[src/rtl/flash_wr_pkg.sv]
package flash_wr_pkg;

  typedef enum logic [2:0] {
    ST_IDLE       = 3'd0,
    ST_SETUP      = 3'd1,
    ST_PULSE_LOW  = 3'd2,
    ST_PULSE_HIGH = 3'd3,
    ST_WAIT_BUSY  = 3'd4,
    ST_WAIT_READY = 3'd5,
    ST_RECOVER    = 3'd6
  } wr_state_e;

  // Round a nanosecond interval up to whole clock cycles, at least one.
  function automatic int unsigned ns_to_cyc(input int unsigned ns, input int unsigned clk_ns);
    int unsigned c;
    c = (ns + clk_ns - 1) / clk_ns;
    if (c < 1) c = 1;
    return c;
  endfunction

  function automatic int unsigned umax(input int unsigned a, input int unsigned b);
    return (a > b) ? a : b;
  endfunction

  // Reset-recovery time chosen by device density in Mbit.
  function automatic int unsigned rst_recovery_ns(input int unsigned mbit);
    case (mbit)
      32:      return 150;
      64:      return 180;
      default: return 210;
    endcase
  endfunction

endpackage

[src/rtl/flash_wr_rstgate.sv]
module flash_wr_rstgate #(
  parameter int unsigned CYC = 21
) (
  input  logic clk,
  input  logic rst_n,
  output logic done
);
  localparam int unsigned W = $clog2(CYC + 1);

  logic [W-1:0] cnt_q;

  always_ff @(posedge clk or negedge rst_n) begin
    if (!rst_n)                 cnt_q <= '0;
    else if (cnt_q != W'(CYC))  cnt_q <= cnt_q + W'(1);
  end

  assign done = (cnt_q == W'(CYC));

  AST_RECOVERY_STAYS_DONE: assert property (@(posedge clk) disable iff (!rst_n)
    done |=> done);

endmodule

[src/rtl/flash_wr_sync.sv]
module flash_wr_sync #(
  parameter int unsigned STAGES = 2
) (
  input  logic clk,
  input  logic rst_n,
  input  logic d,
  output logic q
);
  logic [STAGES-1:0] sh_q;

  generate
    if (STAGES == 1) begin : g_one
      always_ff @(posedge clk or negedge rst_n) begin
        if (!rst_n) sh_q <= '0;
        else        sh_q <= d;
      end
    end else begin : g_many
      always_ff @(posedge clk or negedge rst_n) begin
        if (!rst_n) sh_q <= '0;
        else        sh_q <= {sh_q[STAGES-2:0], d};
      end
    end
  endgenerate

  assign q = sh_q[STAGES-1];

endmodule

[src/rtl/flash_wr_timer.sv]
module flash_wr_timer #(
  parameter int unsigned W = 8
) (
  input  logic         clk,
  input  logic         rst_n,
  input  logic         load,
  input  logic [W-1:0] load_val,
  output logic         expired
);
  logic [W-1:0] cnt_q;

  always_ff @(posedge clk or negedge rst_n) begin
    if (!rst_n)             cnt_q <= '0;
    else if (load)          cnt_q <= load_val;
    else if (cnt_q != '0)   cnt_q <= cnt_q - W'(1);
  end

  assign expired = (cnt_q == '0);

endmodule

[src/rtl/flash_wr_fsm.sv]
module flash_wr_fsm
  import flash_wr_pkg::*;
#(
  parameter int unsigned AW          = 24,
  parameter int unsigned DW          = 16,
  parameter int unsigned SETUP_CYC   = 1,
  parameter int unsigned WP_CYC      = 6,
  parameter int unsigned WPH_CYC     = 3,
  parameter int unsigned BUSY_CYC    = 50,
  parameter int unsigned TIMEOUT_CYC = 1000,
  parameter int unsigned WR_CYC      = 4
) (
  input  logic          clk,
  input  logic          rst_n,
  input  logic          recovered,
  input  logic          req_valid,
  input  logic [AW-1:0] req_addr,
  input  logic [DW-1:0] req_data,
  input  logic          sts_s,
  output logic          req_ready,
  output logic          ce_n,
  output logic          we_n,
  output logic          dq_oe,
  output logic          vpen,
  output logic [AW-1:0] addr_q,
  output logic [DW-1:0] data_q,
  output logic          timeout_flag
);
  localparam int unsigned MAXC = umax(umax(umax(SETUP_CYC, WP_CYC), umax(WPH_CYC, BUSY_CYC)),
                                      umax(TIMEOUT_CYC, WR_CYC));
  localparam int unsigned TW   = $clog2(MAXC + 1);

  wr_state_e      state_q, state_d;
  logic           tmr_load;
  logic [TW-1:0]  tmr_val;
  logic           tmr_exp;
  logic           accept;
  logic           set_to;

  flash_wr_timer #(.W(TW)) u_timer (
    .clk      (clk),
    .rst_n    (rst_n),
    .load     (tmr_load),
    .load_val (tmr_val),
    .expired  (tmr_exp)
  );

  assign accept = req_valid && req_ready;

  always_comb begin
    state_d  = state_q;
    tmr_load = 1'b0;
    tmr_val  = '0;
    set_to   = 1'b0;
    unique case (state_q)
      ST_IDLE: if (accept) begin
        state_d = ST_SETUP; tmr_load = 1'b1; tmr_val = TW'(SETUP_CYC - 1);
      end
      ST_SETUP: if (tmr_exp) begin
        state_d = ST_PULSE_LOW; tmr_load = 1'b1; tmr_val = TW'(WP_CYC - 1);
      end
      ST_PULSE_LOW: if (tmr_exp) begin
        state_d = ST_PULSE_HIGH; tmr_load = 1'b1; tmr_val = TW'(WPH_CYC - 1);
      end
      ST_PULSE_HIGH: if (tmr_exp) begin
        state_d = ST_WAIT_BUSY; tmr_load = 1'b1; tmr_val = TW'(BUSY_CYC - 1);
      end
      ST_WAIT_BUSY: if (tmr_exp) begin
        state_d = ST_WAIT_READY; tmr_load = 1'b1; tmr_val = TW'(TIMEOUT_CYC - 1);
      end
      ST_WAIT_READY: begin
        if (sts_s) begin
          state_d = ST_RECOVER; tmr_load = 1'b1; tmr_val = TW'(WR_CYC - 1);
        end else if (tmr_exp) begin
          state_d = ST_IDLE; set_to = 1'b1;
        end
      end
      ST_RECOVER: if (tmr_exp) state_d = ST_IDLE;
      default: state_d = ST_IDLE;
    endcase
  end

  always_ff @(posedge clk or negedge rst_n) begin
    if (!rst_n) begin
      state_q      <= ST_IDLE;
      addr_q       <= '0;
      data_q       <= '0;
      timeout_flag <= 1'b0;
    end else begin
      state_q <= state_d;
      if (accept) begin
        addr_q       <= req_addr;
        data_q       <= req_data;
        timeout_flag <= 1'b0;
      end else if (set_to) begin
        timeout_flag <= 1'b1;
      end
    end
  end

  // Output decode from the registered state.
  assign req_ready = recovered && (state_q == ST_IDLE);
  assign ce_n      = !((state_q == ST_SETUP) || (state_q == ST_PULSE_LOW));
  assign we_n      = (state_q != ST_PULSE_LOW);
  assign dq_oe     = (state_q == ST_SETUP) || (state_q == ST_PULSE_LOW) ||
                     (state_q == ST_PULSE_HIGH);
  assign vpen      = (state_q == ST_SETUP) || (state_q == ST_PULSE_LOW) ||
                     (state_q == ST_PULSE_HIGH) || (state_q == ST_WAIT_BUSY) ||
                     (state_q == ST_WAIT_READY);

  AST_WE_INSIDE_CE: assert property (@(posedge clk) disable iff (!rst_n)
    !we_n |-> !ce_n);
  AST_CE_RISES_WITH_WE: assert property (@(posedge clk) disable iff (!rst_n)
    $rose(we_n) |-> ce_n);
  AST_BUS_HELD_IN_PULSE: assert property (@(posedge clk) disable iff (!rst_n)
    !we_n |-> (dq_oe && $stable(addr_q) && $stable(data_q)));
  AST_VPEN_AT_WE_RISE: assert property (@(posedge clk) disable iff (!rst_n)
    $rose(we_n) |-> vpen);
  AST_VPEN_DROP_CAUSE: assert property (@(posedge clk) disable iff (!rst_n)
    $fell(vpen) |-> ($past(sts_s) || timeout_flag));
  AST_TIMEOUT_STICKY: assert property (@(posedge clk) disable iff (!rst_n)
    (timeout_flag && !accept) |=> timeout_flag);
  AST_ADDR_ONLY_ON_ACCEPT: assert property (@(posedge clk) disable iff (!rst_n)
    !$stable(addr_q) |-> $past(accept));

endmodule

[src/rtl/flash_wr_seq.sv]
module flash_wr_seq
  import flash_wr_pkg::*;
#(
  parameter int unsigned AW           = 24,
  parameter int unsigned DW           = 16,
  parameter int unsigned CLK_NS       = 10,
  parameter int unsigned DENSITY_MBIT = 128,
  parameter int unsigned T_WP_NS      = 60,
  parameter int unsigned T_WPH_NS     = 30,
  parameter int unsigned T_AS_NS      = 55,
  parameter int unsigned T_DS_NS      = 50,
  parameter int unsigned T_WR_NS      = 35,
  parameter int unsigned T_BUSY_NS    = 500,
  parameter int unsigned TIMEOUT_CYC  = 100000,
  parameter int unsigned SYNC_STAGES  = 2
) (
  input  logic          clk,
  input  logic          rst_n,
  input  logic          req_valid,
  output logic          req_ready,
  input  logic [AW-1:0] req_addr,
  input  logic [DW-1:0] req_data,
  output logic          flash_ce_n,
  output logic          flash_we_n,
  output logic          flash_oe_n,
  output logic [AW-1:0] flash_addr,
  output logic [DW-1:0] flash_dq_o,
  output logic          flash_dq_oe,
  output logic          flash_vpen,
  input  logic          flash_sts,
  output logic          wr_timeout
);
  localparam int unsigned RST_CYC   = ns_to_cyc(rst_recovery_ns(DENSITY_MBIT), CLK_NS);
  localparam int unsigned WP_CYC    = ns_to_cyc(T_WP_NS, CLK_NS);
  localparam int unsigned WPH_CYC   = ns_to_cyc(T_WPH_NS, CLK_NS);
  localparam int unsigned SU_TOTAL  = ns_to_cyc(umax(T_AS_NS, T_DS_NS), CLK_NS);
  localparam int unsigned SETUP_CYC = (SU_TOTAL > WP_CYC) ? (SU_TOTAL - WP_CYC) : 1;
  localparam int unsigned BUSY_CYC  = ns_to_cyc(T_BUSY_NS, CLK_NS);
  localparam int unsigned WR_CYC    = ns_to_cyc(T_WR_NS, CLK_NS);
  localparam int unsigned TO_CYC    = (TIMEOUT_CYC < 1) ? 1 : TIMEOUT_CYC;
  localparam int unsigned SYNC_N    = (SYNC_STAGES < 1) ? 1 : SYNC_STAGES;

  logic rec_done;
  logic sts_s;

  flash_wr_rstgate #(.CYC(RST_CYC)) u_rstgate (
    .clk   (clk),
    .rst_n (rst_n),
    .done  (rec_done)
  );

  flash_wr_sync #(.STAGES(SYNC_N)) u_sts_sync (
    .clk   (clk),
    .rst_n (rst_n),
    .d     (flash_sts),
    .q     (sts_s)
  );

  flash_wr_fsm #(
    .AW          (AW),
    .DW          (DW),
    .SETUP_CYC   (SETUP_CYC),
    .WP_CYC      (WP_CYC),
    .WPH_CYC     (WPH_CYC),
    .BUSY_CYC    (BUSY_CYC),
    .TIMEOUT_CYC (TO_CYC),
    .WR_CYC      (WR_CYC)
  ) u_fsm (
    .clk          (clk),
    .rst_n        (rst_n),
    .recovered    (rec_done),
    .req_valid    (req_valid),
    .req_addr     (req_addr),
    .req_data     (req_data),
    .sts_s        (sts_s),
    .req_ready    (req_ready),
    .ce_n         (flash_ce_n),
    .we_n         (flash_we_n),
    .dq_oe        (flash_dq_oe),
    .vpen         (flash_vpen),
    .addr_q       (flash_addr),
    .data_q       (flash_dq_o),
    .timeout_flag (wr_timeout)
  );

  // This block issues no reads, so the output enable is never asserted.
  assign flash_oe_n = 1'b1;

  AST_WE_AFTER_RECOVERY: assert property (@(posedge clk) disable iff (!rst_n)
    !flash_we_n |-> rec_done);

endmodule

[config.mk]
export PLATFORM = sky130hd
export DESIGN_NAME = flash_wr_seq
export DESIGN_NICKNAME = d
export VERILOG_FILES = /design/src/rtl/flash_wr_pkg.sv /design/src/rtl/flash_wr_rstgate.sv /design/src/rtl/flash_wr_sync.sv /design/src/rtl/flash_wr_timer.sv /design/src/rtl/flash_wr_fsm.sv /design/src/rtl/flash_wr_seq.sv
export SDC_FILE = /design/constraint.sdc
export NUM_CORES = 1
export LEC_CHECK = 0
export BUFFER_PORTS_ARGS = -buffer_cell sky130_fd_sc_hd__clkbuf_2
export CAP_MARGIN = 20
export CORE_AREA = 2 2 81 83
export CTS_CLUSTER_SIZE = 28
export DETAILED_ROUTE_END_ITERATION = 6
export DIE_AREA = 0 0 83 85
export GPL_TIMING_DRIVEN = 0
export PLACE_DENSITY = 0.79
export SLEW_MARGIN = 40
export SYNTH_ARGS = -nofsm -noshare
export SYNTH_HDL_FRONTEND = slang
export SYNTH_SLANG_ARGS = --single-unit
[constraint.sdc]
create_clock -name clk -period 2.54 [get_ports clk]
set_input_delay 0 -clock clk [delete_from_list [all_inputs] [get_ports clk]]
set_output_delay 0 -clock clk [all_outputs]
set_load 0.05 [all_outputs]
==> flow_summary.toml <==
[outcome]
status = "finished clean"

[clocking]
clock-sinks = 68
clockBufferDepth = 2
cts-root-buf = "clkbuf_8"
clock_latency_ps = 350
cts_tree = "done"
cts_buffers = 9
cts.clk_slew.worst_paths_ps = 70
htreeDepth = 3

[yosys]
synth_area_per_cell_um2 = 12.1
async_flop_share = 1.00
ys_types = 49
synth-edff-count = 0
synthCells = 261
yosys_warnings = 0
synth_nets = 310
synth-seq-area-share = 0.539
synth_ff_type = "dfrtp_1"
synth_area_um2 = 3160
synth-seq-cells = 68

[timing]
fin_worst_skew_ps = 8.94
rsz0062_at_grt = "false"
worst_pin_slew_ps = 587
max-slew-margin-rel = 0.609
slew_viol_final = 0
finalCritPeriodShare = 0.907
finalSetupViolations = 0
hold_viol = 0
min_period_ps = 2300
fmax_mhz = 434
setup_tns_ps = 0

[drt]
first_pass_iters = 4
dr.first_iter.drc_count = 148
wl_per_cell_um = 17.3
vias_per_cell = 5.42
drc = 0
wl_um = 8370
vias = 2623
antenna_left = 0

[die]
dieArea_um2 = 7060
dieHeight_um = 85
num_rows = 29
core_um2 = 6200
die_x_um = 83
ios = 91
initial_core_util = 0.509

[hold_path]
worst_hold_path_type = "primary input to async pin"

[layout]
fin_nets = 452
synthToLayoutAreaGrowth_pct = 37.4
final_cells = 484
insertedDiodeCount = 0
utilization = 0.699
layout-drive-gt1-share = 0.383

[global_routing]
gr-total-overflow = 0
grt_pass1_vias = 2745
grt_usage = 0.251
grt_pass1_wl_um = 13900
grt_max_degree = 69
antenna_found_initial = 0

[placed_design]
dp.cells = 427
io_buffers = 89
dpl.hpwl_um = 4830
gp_congestion = 0.877

[critical_path]
cp-start-kind = "flop"
worstPathArrival_ps = 2530
setup.worst_path.end_class = "flop"
crit_required_ps = 2770
reg2regPathDepth = 5
cp_max_fo = 10
worstSetupPathType = "flop to flop"

[power_and_ir_drop]
p_leak_nw = 2.14
power.density_nw_per_um2 = 497
peakVddDrop_v = 0.000433

[run]
maxCapViolations = 0
[worst paths after layout]
check                      slack, ps                            from                                 end
setup reg to reg                 240  u_rstgate.cnt_q[0]$_DFFE_PN0P_         u_fsm.addr_q[7]$_DFFE_PN0P_
min in group clk                 230                       req_valid        u_fsm.data_q[10]$_DFFE_PN0P_
hold reg to reg                  370    u_sts_sync.sh_q[0]$_DFF_PN0_        u_sts_sync.sh_q[1]$_DFF_PN0_
max in group asynchronous       1930                           rst_n  u_fsm.u_timer.cnt_q[6]$_DFFE_PN0P_
setup / recovery                 240  u_rstgate.cnt_q[0]$_DFFE_PN0P_         u_fsm.addr_q[7]$_DFFE_PN0P_
hold / removal                   200                           rst_n        u_fsm.state_q[1]$_DFFE_PN0P_
[area by class of cell]
| cell class | count | area, um^2 |
|---|---|---|
| fill | 394 | 1870 |
| sequential | 68 | 1700 |
| multi-input combinational | 177 | 1380 |
| timing repair buffer | 131 | 875 |
| clock buffer | 10 | 128 |
| tap | 77 | 96.3 |
| clock inverter | 5 | 77.6 |
| buffer | 11 | 56.3 |
| inverter | 5 | 18.8 |
[cell usage in the layout (no fill, tap or decap), types with 3 or more instances in the layout]
cell | Yosys | final
clkbuf_1 | 8 | 9
a21oi_1 | 8 | 7
dfrtp_1 | 68 | 68
o21ai_0 | 10 | 10
clkbuf_2 | 0 | 88
inv_1 | 5 | 5
nand3_1 | 6 | 6
mux2_2 | 40 | 40
o31ai_1 | 3 | 3
nand2b_1 | 5 | 5
xnor2_1 | 12 | 12
o21ai_1 | 5 | 5
o21bai_1 | 3 | 3
dlygate4sd3_1 | 0 | 42
nand2_1 | 11 | 11
clkbuf_8 | 0 | 10
xor2_1 | 5 | 5
nor3_1 | 8 | 8
or3_1 | 3 | 3
nor2_1 | 15 | 15
ha_1 | 5 | 5
[worst max-delay path, stage by stage (launching register included)]
cell,delay [ps]
dfrtp_1,440
ha_1,240
and4b_1,270
nand3_1,310
clkbuf_1,510
mux2_2,420
[metal layers]
metal,track usage,wire length (um),share of wire
met5,0,0,0
met4,0.0790,118,0.014
met3,0.0720,551,0.066
met2,0.417,4210,0.50
met1,0.320,3480,0.42
[report_power, final]
group / internal, W / leakage, nW / switching [W]
Combinational: 0.0000681 / 1.16 / 0.0000468
Sequential: 0.00108 / 0.879 / 0.00000129
Clock: 0.000544 / 0.102 / 0.000411
Total: 0.00170 / 2.14 / 0.000459
[logic make-up after synthesis]
kind of cell    after synthesis  share of synthesized area
flops                        68                      0.539
simple gates                 68                      0.126
buf+inv                      16                     0.0238
fa+ha+maj                     6                     0.0230
other cells                   1                    0.00119
mux                          43                      0.153
xor+xnor                     17                     0.0472
compound gates               42                     0.0868
[per-stage QoR]
| stage | power, W | cell area [um^2] | setup WS, ps | hold WS [ps] |
|---|---|---|---|---|
| 2_1_floorplan | 0.00111 | 3160 | 410 | -296 |
| 3_3_place_gp | 0.00116 | 3700 | 269 | 111 |
| 3_5_place_dp | 0.00117 | 3710 | 175 | 32.5 |
| 4_1_cts | 0.00215 | 4330 | 166 | 230 |
| 5_1_grt | 0.00222 | 4340 | 124 | 257 |
| 6_report | 0.00216 | 4340 | 236 | 202 |
[state kept, by name, summed over array words and instances (netlist names)]
register and flops:
u_fsm.addr_q 24, u_fsm.data_q 16, u_fsm.state_q 3, u_fsm.timeout_flag 1, u_fsm.u_timer.cnt_q 17, u_rstgate.cnt_q 5, u_sts_sync.sh_q 2
[timing repair]
action	in CTS	in global routing
endpoints found under the setup margin	0	2
hold buffers	42	0
gates resized for setup	0	1
endpoints found under the hold margin	109	0
buffers inserted	0	0
[Yosys cell counts, types with 2 or more instances]
master / number / share of area
o21bai_1: 3 / 0.0071
a21oi_1: 8 / 0.013
nand2b_1: 5 / 0.0099
nand2_1: 11 / 0.013
nor2_2: 2 / 0.0040
buf_4: 2 / 0.0048
o21ai_0: 10 / 0.016
nor2_1: 15 / 0.018
nor3_1: 8 / 0.013
xnor2_1: 12 / 0.033
o21ai_1: 5 / 0.0079
mux2_2: 40 / 0.14
clkbuf_1: 8 / 0.0095
a211o_1: 2 / 0.0055
a31oi_1: 2 / 0.0040
nand3_1: 6 / 0.0095
nor4_2: 2 / 0.0079
xor2_1: 5 / 0.014
o31ai_1: 3 / 0.0071
mux2i_1: 2 / 0.0063
or4_1: 2 / 0.0048
nor2b_1: 2 / 0.0040
inv_1: 5 / 0.0059
ha_1: 5 / 0.020
or3_1: 3 / 0.0059
nand4b_1: 2 / 0.0055
dfrtp_1: 68 / 0.54
a211oi_1: 2 / 0.0048
Power figures use the tool's default switching activity.
